[src/rtl/lhp_pkg.sv]
package lhp_pkg;
  localparam int DEF_SLOTS  = 4;
  localparam int DEF_HIST_W = 4;

  // source chosen for one slot's history update
  typedef enum logic [1:0] {
    HSRC_HOLD   = 2'd0,
    HSRC_SPEC   = 2'd1,
    HSRC_REPAIR = 2'd2
  } hist_src_e;
endpackage

[src/rtl/lhp_resolve.sv]
module lhp_resolve #(
  parameter int NUM_SLOTS = lhp_pkg::DEF_SLOTS,
  parameter int HIST_W    = lhp_pkg::DEF_HIST_W,
  localparam int SLOT_W   = $clog2(NUM_SLOTS)
) (
  input  logic              res_valid,
  input  logic [SLOT_W-1:0] res_slot,
  input  logic [HIST_W-1:0] res_tag,
  input  logic              res_pred,
  input  logic              res_taken,
  output logic              train_en,
  output logic [HIST_W-1:0] train_idx,
  output logic              train_bit,
  output logic              fix_en,
  output logic [SLOT_W-1:0] fix_slot,
  output logic [HIST_W-1:0] fix_hist
);
  // lazy training: always at resolve, indexed by pre-shift history
  always_comb begin
    train_en  = res_valid;
    train_idx = res_tag;
    train_bit = res_taken;
  end

  // repair only when the guess was wrong
  always_comb begin
    fix_en   = res_valid && (res_pred != res_taken);
    fix_slot = res_slot;
    fix_hist = {res_tag[HIST_W-2:0], res_taken};
  end
endmodule

[src/rtl/lhp_hist_bank.sv]
module lhp_hist_bank #(
  parameter int NUM_SLOTS = lhp_pkg::DEF_SLOTS,
  parameter int HIST_W    = lhp_pkg::DEF_HIST_W,
  localparam int SLOT_W   = $clog2(NUM_SLOTS)
) (
  input  logic              clk,
  input  logic              rst,
  input  logic              look_en,
  input  logic [SLOT_W-1:0] look_slot,
  input  logic              spec_bit,
  input  logic              fix_en,
  input  logic [SLOT_W-1:0] fix_slot,
  input  logic [HIST_W-1:0] fix_hist,
  output logic [HIST_W-1:0] look_hist
);
  import lhp_pkg::*;

  logic [HIST_W-1:0] hist_q [NUM_SLOTS];
  logic [HIST_W-1:0] spec_hist;

  // repair forwarded to a same-slot lookup in the same cycle
  always_comb begin
    if (fix_en && (fix_slot == look_slot))
      look_hist = fix_hist;
    else
      look_hist = hist_q[look_slot];
    spec_hist = {look_hist[HIST_W-2:0], spec_bit};
  end

  for (genvar s = 0; s < NUM_SLOTS; s++) begin : g_slot
    hist_src_e src;

    always_comb begin
      if (look_en && (look_slot == SLOT_W'(s)))
        src = HSRC_SPEC;
      else if (fix_en && (fix_slot == SLOT_W'(s)))
        src = HSRC_REPAIR;
      else
        src = HSRC_HOLD;
    end

    always_ff @(posedge clk) begin
      if (rst) begin
        hist_q[s] <= '0;
      end else begin
        case (src)
          HSRC_SPEC:   hist_q[s] <= spec_hist;
          HSRC_REPAIR: hist_q[s] <= fix_hist;
          default:     hist_q[s] <= hist_q[s];
        endcase
      end
    end
  end
endmodule

[src/rtl/lhp_ctr_table.sv]
module lhp_ctr_table #(
  parameter int HIST_W  = lhp_pkg::DEF_HIST_W,
  localparam int DEPTH  = 1 << HIST_W
) (
  input  logic              clk,
  input  logic              rst,
  input  logic              wr_en,
  input  logic [HIST_W-1:0] wr_idx,
  input  logic              wr_bit,
  input  logic [HIST_W-1:0] rd_idx,
  output logic              rd_bit
);
  logic [DEPTH-1:0] ctr_q;

  always_ff @(posedge clk) begin
    if (rst)
      ctr_q <= '0;
    else if (wr_en)
      ctr_q[wr_idx] <= wr_bit;
  end

  // write-first: a same-cycle write to the read entry is forwarded
  always_comb begin
    if (wr_en && (wr_idx == rd_idx))
      rd_bit = wr_bit;
    else
      rd_bit = ctr_q[rd_idx];
  end
endmodule

[src/rtl/lhist_predictor.sv]
module lhist_predictor #(
  parameter int NUM_SLOTS = lhp_pkg::DEF_SLOTS,
  parameter int HIST_W    = lhp_pkg::DEF_HIST_W,
  localparam int SLOT_W   = $clog2(NUM_SLOTS)
) (
  input  logic              clk,
  input  logic              rst,
  input  logic              pred_valid,
  input  logic [SLOT_W-1:0] pred_slot,
  input  logic              res_valid,
  input  logic [SLOT_W-1:0] res_slot,
  input  logic [HIST_W-1:0] res_tag,
  input  logic              res_pred,
  input  logic              res_taken,
  output logic              rsp_valid,
  output logic              rsp_taken,
  output logic [HIST_W-1:0] rsp_tag
);
  logic              train_en;
  logic [HIST_W-1:0] train_idx;
  logic              train_bit;
  logic              fix_en;
  logic [SLOT_W-1:0] fix_slot;
  logic [HIST_W-1:0] fix_hist;
  logic [HIST_W-1:0] cur_hist;
  logic              cur_dir;

  lhp_resolve #(.NUM_SLOTS(NUM_SLOTS), .HIST_W(HIST_W)) u_resolve (
    .res_valid (res_valid),
    .res_slot  (res_slot),
    .res_tag   (res_tag),
    .res_pred  (res_pred),
    .res_taken (res_taken),
    .train_en  (train_en),
    .train_idx (train_idx),
    .train_bit (train_bit),
    .fix_en    (fix_en),
    .fix_slot  (fix_slot),
    .fix_hist  (fix_hist)
  );

  lhp_hist_bank #(.NUM_SLOTS(NUM_SLOTS), .HIST_W(HIST_W)) u_hist (
    .clk       (clk),
    .rst       (rst),
    .look_en   (pred_valid),
    .look_slot (pred_slot),
    .spec_bit  (cur_dir),
    .fix_en    (fix_en),
    .fix_slot  (fix_slot),
    .fix_hist  (fix_hist),
    .look_hist (cur_hist)
  );

  lhp_ctr_table #(.HIST_W(HIST_W)) u_ctr (
    .clk    (clk),
    .rst    (rst),
    .wr_en  (train_en),
    .wr_idx (train_idx),
    .wr_bit (train_bit),
    .rd_idx (cur_hist),
    .rd_bit (cur_dir)
  );

  always_ff @(posedge clk) begin
    if (rst) begin
      rsp_valid <= 1'b0;
      rsp_taken <= 1'b0;
      rsp_tag   <= '0;
    end else begin
      rsp_valid <= pred_valid;
      if (pred_valid) begin
        rsp_taken <= cur_dir;
        rsp_tag   <= cur_hist;
      end
    end
  end
endmodule

[config.mk]
export PLATFORM = sky130hd
export DESIGN_NAME = lhist_predictor
export DESIGN_NICKNAME = d
export VERILOG_FILES = /design/src/rtl/lhp_pkg.sv /design/src/rtl/lhp_resolve.sv /design/src/rtl/lhp_hist_bank.sv /design/src/rtl/lhp_ctr_table.sv /design/src/rtl/lhist_predictor.sv
export SDC_FILE = /design/constraint.sdc
export NUM_CORES = 1
export LEC_CHECK = 0
export BUFFER_PORTS_ARGS = -buffer_cell sky130_fd_sc_hd__buf_2
export CAP_MARGIN = 20
export CELL_PAD_IN_SITES_DETAIL_PLACEMENT = 1
export CELL_PAD_IN_SITES_GLOBAL_PLACEMENT = 2
export CORE_MARGIN = 4
export CORE_UTILIZATION = 35
export DETAILED_ROUTE_END_ITERATION = 10
export GPL_ROUTABILITY_DRIVEN = 0
export GPL_TIMING_DRIVEN = 0
export PLACE_DENSITY = 0.79
export SLEW_MARGIN = 20
export SYNTH_ARGS = -nofsm -noshare
export SYNTH_HDL_FRONTEND = slang
export SYNTH_HIERARCHICAL = 1
export SYNTH_SLANG_ARGS = --single-unit
[constraint.sdc]
create_clock -name clk -period 2.6 [get_ports clk]
set_input_delay 0.13 -clock clk [delete_from_list [all_inputs] [get_ports clk]]
set_output_delay 0.13 -clock clk [all_outputs]
set_load 0.01 [all_outputs]
==> results.ini, run 1 <==
[routing]
drcViolationCount=0
wl_um=5470
via_count=1668
first_iter_violations=78
wire_per_inst_um=17.5
vias_per_cell=5.33
first_pass_iters=4
postRouteAntennaNets=0

[final_layout]
multi_input_area_sq_mm=0.00114
diodes=0
final_common_cell=nor2_1
fillers=690
seqCellArea_sq_um=921
syn_to_final_growth_pct=13.9
drive_above_1_share_pct=23.9
final_cell_mix=nor2_1 (26), dfxtp_1 (22), nand2_1 (19)
nets=251

[yosys]
yosys_warnings=6
synthCells=213
synth_cell_type_count=34
synth_nets=227
yosys_register_bits=38
syn_area_sq_mm=0.00223
syn_avg_cell_area_sq_um=10.5
seq_area_frac_synth_pct=41.3

[sta]
rsz0062_at_grt=true
hold_violations=0
worst_slew_pin_slew_ns=0.637
holdWs_ns=0.151
setup_violations=5
setup_slack_ns=-0.299
drv_slew=0
finalCritPeriodShare_pct=112
post-route-min-period_ns=2.90
finalClockSkew_ns=0.00897
setup_tns_ns=-1.33
max_freq_ghz=0.345
relSlewSlack_pct=56.9

[pwr]
power_density_mw_per_mm2=576
combPwrFrac_pct=15.9
power_switching_mw=0.362
seq_power_share_pct=45.0
leakage_nw=0.984
ir_worst_vdd_mv=0.306
swShare_pct=24.7
pwr-share-clk_pct=39.1
intPower_mw=1.10

[run]
max-cap-violations=0

[clock_tree]
cts.sinks=38
cts_tree=done
cts_buffers=5
path_clk_slew_ns=0.08
ctsHtreeMaxLevel=2
cts-root-buf=clkbuf_8
cts_buffer_depth=2
clock_latency_ns=0.29
hold_buffers=0

[die]
die_area_sq_mm=0.00771
initial_core_util_pct=36.8
core-area_sq_mm=0.00606
ioPinCount=20
die_h_um=87.8
rows=28
die_w_um=87.8

[setup_path]
end_kind=flip-flop
path_max_fanout=5
crit_required_ns=2.65
cp-start-kind=flip-flop
cp.arrival_ns=2.95
path_class=flip-flop to flip-flop

[global_route]
first_global_vias=1762
gr-total-overflow=0
antenna_found_initial=0
grt_max_degree=14
track_usage_pct=15.6
grt_pass1_wl_um=9190

[placed_design]
port_buffers=13
dp_hpwl_um=4100
pre_cts_slack_ns=-0.563

[hold_path]
hp-class=input port to flip-flop

[status]
outcome=finished with violations
violations=negative setup slack

[kinds of logic (layout without fill, tap and decap cells)]
| kind of cell | Yosys count | count (layout) | synth area share, % |
|---|---|---|---|
| DFF | 38 | 38 | 41.3 |
| muxes | 31 | 31 | 21.1 |
| buffers and inverters | 24 | 49 | 7.29 |
| AOI/OAI and AO/OA | 36 | 36 | 10.7 |
| and+or+nand+nor | 77 | 77 | 16.9 |
| xor gates and xnor gates | 7 | 7 | 2.75 |
[metal layers]
layer / global-route usage, % / share of wire [%]
met5: 0 / 0
met4: 4.46 / 0.53
met3: 2.82 / 3.8
met2: 27.5 / 53
met1: 19.5 / 43
[cells in the mapped netlist]
cell type  number  area (sq um)
and4_1          1          8.76
buf_2           1          5.00
a31oi_1         1          6.26
xor2_1          4          35.0
and2_1          1          6.26
or3b_2          1          8.76
and3b_1         1          8.76
nor3_1          7          35.0
nand2b_1        2          12.5
buf_4          13          97.6
xnor2_1         3          26.3
clkbuf_1        7          26.3
and3_1          1          6.26
o2bb2ai_1       3          26.3
or3_1           1          6.26
mux4_1          6           158
edfxtp_1       16           480
nand3b_1        6          45.0
nand2_1        19          71.3
dfxtp_1        22           440
nor2_1         26          97.6
mux4_2          3          67.6
nor3b_1         3          22.5
nand3_1         5          25.0
nor2b_1         2          12.5
mux2i_1        14           140
mux2_4          4          60.1
o21ai_1         1          5.00
a22o_1         12           105
mux2_2          4          45.0
buf_6           3          33.8
nor4bb_1        1          10.0
a21oi_1        11          55.1
o21ai_0         8          40.0
[power by group through the flow]
stage | logic [mW] | clock network (mW) | registers (mW)
floorplan | 0.160 | 0 | 0.670
CTS | 0.236 | 0.590 | 0.659
finish | 0.233 | 0.572 | 0.658
global placement | 0.220 | 0 | 0.671
global route | 0.257 | 0.617 | 0.661
detailed placement | 0.223 | 0 | 0.672
[critical path: stages (launching register included)]
cell and delay, ns:
edfxtp_1 0.42, mux4_2 0.47, mux2_4 0.34, mux4_2 0.46
mux4_2 0.47, mux2_4 0.31, a22o_1 0.18
[state kept, by name (all words and copies together), names as in the netlist]
| name | cells |
|---|---|
| rsp_tag | 4 |
| rsp_valid | 1 |
| rsp_taken | 1 |
| u_ctr/ctr_q | 16 |
| u_hist/hist_q | 16 |
[path summary, 6_finish.rpt]
path         slack (ns)  cells past startpoint           startpoint                  end
max               -0.30                      6  u_hist/hist_q[2][0]  u_hist/hist_q[3][0]
min                0.15                      2                  rst            rsp_taken
max reg2reg       -0.30                      6  u_hist/hist_q[2][0]  u_hist/hist_q[3][0]
min reg2reg        0.47                      2       u_ctr/ctr_q[0]       u_ctr/ctr_q[0]
[metrics by stage]
stage,area [sq um],power [mW],utilization (%),cells
2_1_floorplan,2220,0.831,-,213
3_3_place_gp,2380,0.891,39.2,301
3_5_place_dp,2380,0.896,39.2,301
4_1_cts,2540,1.48,41.9,313
5_1_grt,2540,1.54,41.9,313
6_report,2540,1.46,41.9,313
[what timing repair did]
item / in CTS / in global routing
setup endpoints to repair: 5 / 5
gates resized for setup: 1 / 0
gates cloned: 0 / 0
buffers inserted: 5 / 0
hold endpoints to repair: 0 / 0
[final cells by class]
type                    instances  share of cell area, %
multi-input cells             151                   44.8
flip-flops and latches         38                   36.3
plain buffers                  23                   5.96
repair buffers                 18                   4.04
clock buffers                   6                   3.69
well taps                      75                   3.69
clock inverters                 2                   1.53
Note: power is estimated with default switching activity, not from simulation.
==> run 2, diff against run 1 <==
--- a/config.mk
+++ b/config.mk
@@ -10,7 +10,7 @@
 export CELL_PAD_IN_SITES_DETAIL_PLACEMENT = 1
 export CELL_PAD_IN_SITES_GLOBAL_PLACEMENT = 2
 export CORE_MARGIN = 4
-export CORE_UTILIZATION = 35
+export CORE_UTILIZATION = 34
 export DETAILED_ROUTE_END_ITERATION = 10
 export GPL_ROUTABILITY_DRIVEN = 0
 export GPL_TIMING_DRIVEN = 0
@@ -18,5 +18,4 @@
 export SLEW_MARGIN = 20
 export SYNTH_ARGS = -nofsm -noshare
 export SYNTH_HDL_FRONTEND = slang
-export SYNTH_HIERARCHICAL = 1
 export SYNTH_SLANG_ARGS = --single-unit
==> run 2 against run 1 <==
Net effect:
- the flow still finishes with violations (negative setup slack)
- sequential cell count stayed put
- combinational power is 34% higher
- global-route usage is 1.6 points higher
- sequential power hardly changed
- clock-buffer cell count is 1 lower
- critical path type unchanged
- critical endpoint is now u_hist.hist_q[1][0]
- largest cell class unchanged
==> results.ini, run 2 <==
[status]
outcome=finished with violations
violations=negative setup slack

[yosys]
syn_avg_cell_area_sq_um=9.96  ; -4.8%
synthCells=220  ; +3.3%
yosys_warnings=0  ; -6
synth.most_common_cell=dfxtp_1
syn_area_sq_mm=0.00219  ; -1.7%
synth.top_cell.area_share_pct=21.9  ; +0.37 points
async_flop_share_pct=0  ; unchanged
seq_area_frac_synth_pct=42.0  ; +0.71 points
synth_edf_count=16  ; unchanged
synth_cell_type_count=40  ; +18%
synth_top_area_cell=edfxtp_1
netlist_top_cells_count=dfxtp_1 (22), edfxtp_1 (16)
yosys_register_bits=38  ; unchanged
synthTopCellsByArea=edfxtp_1 (22%), dfxtp_1 (20%), mux2i_1 (6.4%)
synth_nets=234  ; +3.1%
synth_ff_type=dfxtp_1

[setup_path]
cp_slowest_cell=mux4_2
critPathMostFrequentCell=mux2_4
crit_chain=mux4_2 > mux2_4 > buf_8 > mux2i_1 > mux2_4 > a311o_2 > o32ai_2
max_stage_delay_ns=0.51  ; +0.04 ns
cp.arrival_ns=2.81  ; -0.14 ns
r2r-start=u_hist.hist_q[3][0]
r2r_cells=7  ; +1
crit_required_ns=2.71  ; +0.06 ns
cp-start-kind=flip-flop
end_kind=flip-flop
cp-startpoint=u_hist.hist_q[3][0]
path_max_fanout=5  ; unchanged
path_class=flip-flop to flip-flop

[pwr]
seq_power_share_pct=47.9  ; +2.9 points
swShare_pct=30.6  ; +5.9 points
leakage_nw=0.921  ; -6.5%
power_switching_mw=0.423  ; +17%
ir_worst_vdd_mv=0.351  ; +15%
pwr-share-clk_pct=29.5  ; -9.6 points
combPwrFrac_pct=22.6  ; +6.7 points
power_density_mw_per_mm2=541  ; -6.2%
intPower_mw=0.958  ; -13%

[placed_design]
port_buffers=15  ; +2
pre_cts_slack_ns=-0.684  ; -0.120 ns
dp_hpwl_um=4470  ; +9.1%

[clock_tree]
ctsHtreeMaxLevel=2  ; unchanged
cts-root-buf=clkbuf_8
cts.sinks=38  ; unchanged
path_clk_slew_ns=0.08  ; about the same
cts_tree=done
cts_buffer_depth=2  ; unchanged
cts_buffers=5  ; unchanged
hold_buffers=0  ; unchanged
clock_latency_ns=0.30  ; about the same

[global_route]
gr-total-overflow=0  ; unchanged
antenna_found_initial=0  ; unchanged
grt_pass1_wl_um=10100  ; +9.5%
grt_max_degree=13  ; -1
first_global_vias=1855  ; +5.3%
track_usage_pct=17.2  ; +1.6 points

[sta]
finalClockSkew_ns=0.00531  ; -0.00366 ns
setup_tns_ns=-0.394  ; +0.940 ns
hold_violations=0  ; unchanged
post-route-min-period_ns=2.70  ; -0.204 ns
worst_slew_pin_slew_ns=0.791  ; +0.154 ns
setup_slack_ns=-0.0953  ; +0.204 ns
rsz0062_at_grt=true
setup_violations=5  ; unchanged
finalCritPeriodShare_pct=104  ; -7.8 points
drv_slew=0  ; unchanged
max_freq_ghz=0.371  ; +7.6%
relSlewSlack_pct=46.9  ; -10 points

[final_layout]
syn_to_final_growth_pct=16.5
drive_above_1_share_pct=23.7  ; -0.25 points
nets=262  ; +4.4%
final_util_pct=41.9  ; about the same
final_common_cell=dfxtp_1
final_cell_mix=dfxtp_1 (22), buf_2 (19), edfxtp_1 (16)
reg_top3=u_ctr.ctr_q x16, u_hist.hist_q x16, rsp_tag x4
diodes=0  ; unchanged

[die]
die_w_um=88.3  ; +0.55%
die_h_um=88.3  ; +0.55%
die_area_sq_mm=0.00780  ; +1.1%
ioPinCount=20  ; unchanged
initial_core_util_pct=36.0  ; -0.83 points
core-area_sq_mm=0.00610  ; +0.58%
rows=28  ; unchanged

[routing]
vias_per_cell=5.59  ; +4.9%
drcViolationCount=0  ; unchanged
first_iter_violations=127  ; +63%
wl_um=6170  ; +13%
via_count=1812  ; +8.6%
postRouteAntennaNets=0  ; unchanged
first_pass_iters=4  ; unchanged
wire_per_inst_um=19.0  ; +9.1%

[hold_path]
hp-class=input port to flip-flop
whs_path_depth=4  ; +2
holdCritStartpoint=res_tag[3]

[run]
max-cap-violations=0  ; unchanged

[run 2: cell families after synthesis]
kind of cell,after synthesis,share of synthesized area [%]
and+or+nand+nor,69,16.8
AOI/OAI and AO/OA,53,17.2
buffers and inverters,26,5.19
xor gates and xnor gates,7,2.80
DFF,38,42.0
muxes,27,16.0
[run 2: final timing paths]
kind / slack, ns / end
hold / removal: 0.33 / u_ctr.ctr_q[0]
setup / recovery: -0.1 / u_hist.hist_q[1][0]
setup reg to reg: -0.1 / u_hist.hist_q[1][0]
hold reg to reg: 0.46 / u_ctr.ctr_q[0]
[run 2: layer usage]
layer | part of all wire (%) | GRT usage (%) | up-vias
li1 | - | - | 876
met4 | 1.0 | 4.12 | 0
met5 | 0 | 0 | -
met2 | 46 | 27.1 | 43
met1 | 49 | 24.8 | 886
met3 | 3.9 | 2.98 | 7
[run 2: layout make-up]
type / count / area [sq um]
fillers: 741 / 3540
multi-input cells: 156 / 1220
flip-flops and latches: 38 / 921
repair buffers: 21 / 120
well taps: 75 / 93.8
plain buffers: 16 / 76.3
clock buffers: 5 / 68.8
inverters: 10 / 37.5
clock inverters: 3 / 16.3
[run 2: metrics by stage]
step           hold WS [ns]  area [sq um]  power, mW  instances
4_1_cts               0.312          2540       1.39        324
3_5_place_dp          0.454          2360      0.946        310
3_3_place_gp          0.453          2360      0.941        310
2_1_floorplan         0.376          2190      0.860        220
6_report              0.332          2550       1.38        324
5_1_grt               0.343          2550       1.45        324
[run 2: power groups by stage]
stage	logic, mW	registers, mW	clock network (mW)
floorplan	0.186	0.674	0
global placement	0.267	0.674	0
detailed placement	0.271	0.675	0
CTS	0.308	0.661	0.418
global route	0.337	0.664	0.446
finish	0.312	0.661	0.407
[run 2: what timing repair did]
item | in CTS | in global routing
endpoints found under the setup margin | 5 | 5
resized for setup | 9 | 1
pin swaps | 5 | 1
setup buffers | 6 | 0
[run 2: critical path, delay by kind of cell, from the launching register on]
family,cells,cell delay (ns)
flops,1,0.40
buf+inv,1,0.14
mux,4,1.21
compound gates,2,0.76
==> run 3, diff against run 2 <==
--- a/config.mk
+++ b/config.mk
@@ -9,12 +9,14 @@
 export CAP_MARGIN = 20
 export CELL_PAD_IN_SITES_DETAIL_PLACEMENT = 1
 export CELL_PAD_IN_SITES_GLOBAL_PLACEMENT = 2
+export CORE_ASPECT_RATIO = 0.75
 export CORE_MARGIN = 4
 export CORE_UTILIZATION = 34
 export DETAILED_ROUTE_END_ITERATION = 10
 export GPL_ROUTABILITY_DRIVEN = 0
 export GPL_TIMING_DRIVEN = 0
 export PLACE_DENSITY = 0.79
+export SETUP_SLACK_MARGIN = 0.15
 export SLEW_MARGIN = 20
 export SYNTH_ARGS = -nofsm -noshare
 export SYNTH_HDL_FRONTEND = slang
==> run 3 against run 2 <==
Net effect:
- global-route usage shrank 0.70 points
- wire length shrank 1.2%
- highest routed layer unchanged
- the run still ends with negative setup slack left
- non-clock buffer count is the same
- clock-buffer cell count grew 1
- via count shrank 0.94%
- sequential power is essentially flat
- clock power shrank 4%
- maximum frequency grew 0.30%
- sequential cell count is the same
==> results.ini, run 3 (synthesis results as in run 2) <==
[status]
outcome=finished with violations
violations=negative setup slack

[clock_tree]
path_clk_slew_ns=0.07  ; about the same
clock_latency_ns=0.29  ; about the same
ctsHtreeMaxLevel=2  ; unchanged
cts_buffers=5  ; unchanged
cts_buffer_depth=2  ; unchanged
cts_tree=done
cts-root-buf=clkbuf_8
hold_buffers=0  ; unchanged
cts.sinks=38  ; unchanged

[setup_path]
path_class=flip-flop to flip-flop
cp_slowest_cell=mux4_2
r2r-start=u_hist.hist_q[3][0]
end_kind=flip-flop
crit_required_ns=2.71  ; about the same
cp-start-kind=flip-flop
path_max_fanout=5  ; unchanged
cp.arrival_ns=2.80  ; about the same
crit_chain=mux4_2 > mux2_4 > buf_8 > mux2i_1 > mux2_4 > a311o_2 > o32ai_2
reg2reg_slack_ns=-0.09  ; about the same
r2r_end=u_hist.hist_q[0][0]
max_stage_delay_ns=0.51  ; about the same
r2r_cells=7  ; unchanged
critPathMostFrequentCell=mux2_4

[run]
max-cap-violations=0  ; unchanged

[final_layout]
final_common_cell=dfxtp_1
reg_top3=u_ctr.ctr_q x16, u_hist.hist_q x16, rsp_tag x4
multi_input_area_sq_mm=0.00123  ; +0.72%
nets=262  ; unchanged
fillers=723  ; -2.4%
syn_to_final_growth_pct=17.8
seqCellArea_sq_um=921  ; unchanged
diodes=0  ; unchanged
final_cell_mix=dfxtp_1 (22), buf_2 (16), edfxtp_1 (16)
drive_above_1_share_pct=23.3  ; -0.40 points
final_cells=330  ; +1.9%
final_util_pct=41.1  ; -0.84 points

[routing]
vias_per_cell=5.44  ; -2.7%
drcViolationCount=0  ; unchanged
wl_um=6100  ; -1.2%
first_iter_violations=105  ; -17%
via_count=1795  ; -0.94%
wire_per_inst_um=18.5  ; -3.0%
first_pass_iters=4  ; unchanged
postRouteAntennaNets=0  ; unchanged

[die]
core-area_sq_mm=0.00629  ; +3.1%
ioPinCount=20  ; unchanged
initial_core_util_pct=34.9  ; -1.1 points
die_h_um=77.5  ; -12%
die_area_sq_mm=0.00781  ; +0.17%
rows=25  ; -11%
die_w_um=101  ; +14%

[global_route]
antenna_found_initial=0  ; unchanged
gr-total-overflow=0  ; unchanged
grtUsageMet3_pct=2.96  ; -0.015 points
track_usage_pct=16.5  ; -0.70 points
first_global_vias=1757  ; -5.3%
grt_pass1_wl_um=9920  ; -1.4%
grt_max_degree=12  ; -1
gr-max-usage-layer=met1
use_met2_pct=22.5  ; -4.6 points
grt_util_met1_pct=27.1  ; +2.3 points

[sta]
hold_violations=0  ; unchanged
max_freq_ghz=0.372  ; +0.30%
setup_slack_ns=-0.0872  ; +0.00811 ns
rsz0062_at_grt=true
setup_violations=5  ; unchanged
finalCritPeriodShare_pct=103  ; -0.31 points
worst_slew_pin_slew_ns=0.719  ; -0.0718 ns
holdWs_ns=0.320  ; -0.0117 ns
finalClockSkew_ns=0.00346  ; -0.00186 ns
drv_slew=0  ; unchanged
post-route-min-period_ns=2.69  ; -0.00811 ns
relSlewSlack_pct=51.6  ; +4.8 points

[placed_design]
port_buffers=15  ; unchanged
dpl.cell_count=316  ; +1.9%
dp_hpwl_um=4620  ; +3.3%

[hold_path]
whs_path_depth=4  ; unchanged
holdCritStartpoint=res_tag[3]
whs_endpoint=u_ctr.ctr_q[0]
hp-class=input port to flip-flop

[pwr]
power_density_mw_per_mm2=529  ; -2.1%
p_total_mw=1.37  ; -1.1%
leakage_nw=0.929  ; +0.87%
swShare_pct=29.6  ; -1.0 points
combPwrFrac_pct=23.0  ; +0.4 points
power_switching_mw=0.404  ; -4.3%
seq_power_share_pct=48.5  ; +0.6 points
pwr-share-clk_pct=28.5  ; -1.0 points
ir_worst_vdd_mv=0.257  ; -27%
intPower_mw=0.961  ; +0.35%

## run 3: timing repair
item,4_1_cts,5_1_grt
pin swaps,6,3
resized for setup,9,0
buffers inserted,5,1
setup endpoints to repair,5,5
hold endpoints to repair,0,0
## run 3: power by group through the flow
stage	Combinational, mW	Sequential (mW)	Clock, mW
after global routing	0.342	0.665	0.432
after global placement	0.274	0.674	0
after detailed placement	0.275	0.676	0
after CTS	0.311	0.662	0.399
final	0.313	0.662	0.390
after floorplan	0.191	0.674	0
## run 3: critical path, delay by kind of cell (launching register included)
kind	cells	cell delay [ns]
buf+inv	1	0.14
flops	1	0.42
compound gates	2	0.76
mux	4	1.19
## run 3: final cells by class
cell class,count,share of cell area [%]
tap,81,3.93
sequential,38,35.7
timing repair buffer,21,4.65
inverter,10,1.45
clock buffer,6,2.81
buffer,16,3.54
clock inverter,2,0.339
multi-input combinational,156,47.6
## run 3: worst max-delay path by stage
stage / depth (start not counted) / start / endpoint
2_1_floorplan: 9 / res_slot[1] / u_hist.hist_q[1][0]
3_3_place_gp: 8 / pred_slot[1] / u_hist.hist_q[1][0]
3_5_place_dp: 8 / pred_slot[1] / u_hist.hist_q[1][0]
4_1_cts: 7 / u_hist.hist_q[3][0] / u_hist.hist_q[0][0]
5_1_grt: 8 / u_hist.hist_q[3][0] / rsp_taken
6_report: 7 / u_hist.hist_q[3][0] / u_hist.hist_q[0][0]
## run 3: routing by layer
metal / wire length (um) / up-vias
met5: 0 / -
met4: 26 / 0
met3: 234 / 4
met2: 2540 / 35
met1: 3290 / 885
li1: - / 871
## run 3: per-stage QoR
stage	setup TNS, ns	setup slack, ns	cell area, sq um
after floorplan	0	0.139	2230
after global placement	-3.45	-0.739	2400
after detailed placement	-3.49	-0.746	2400
after CTS	-0.147	-0.0702	2570
after global routing	-0.786	-0.173	2580
final	-0.308	-0.0872	2580
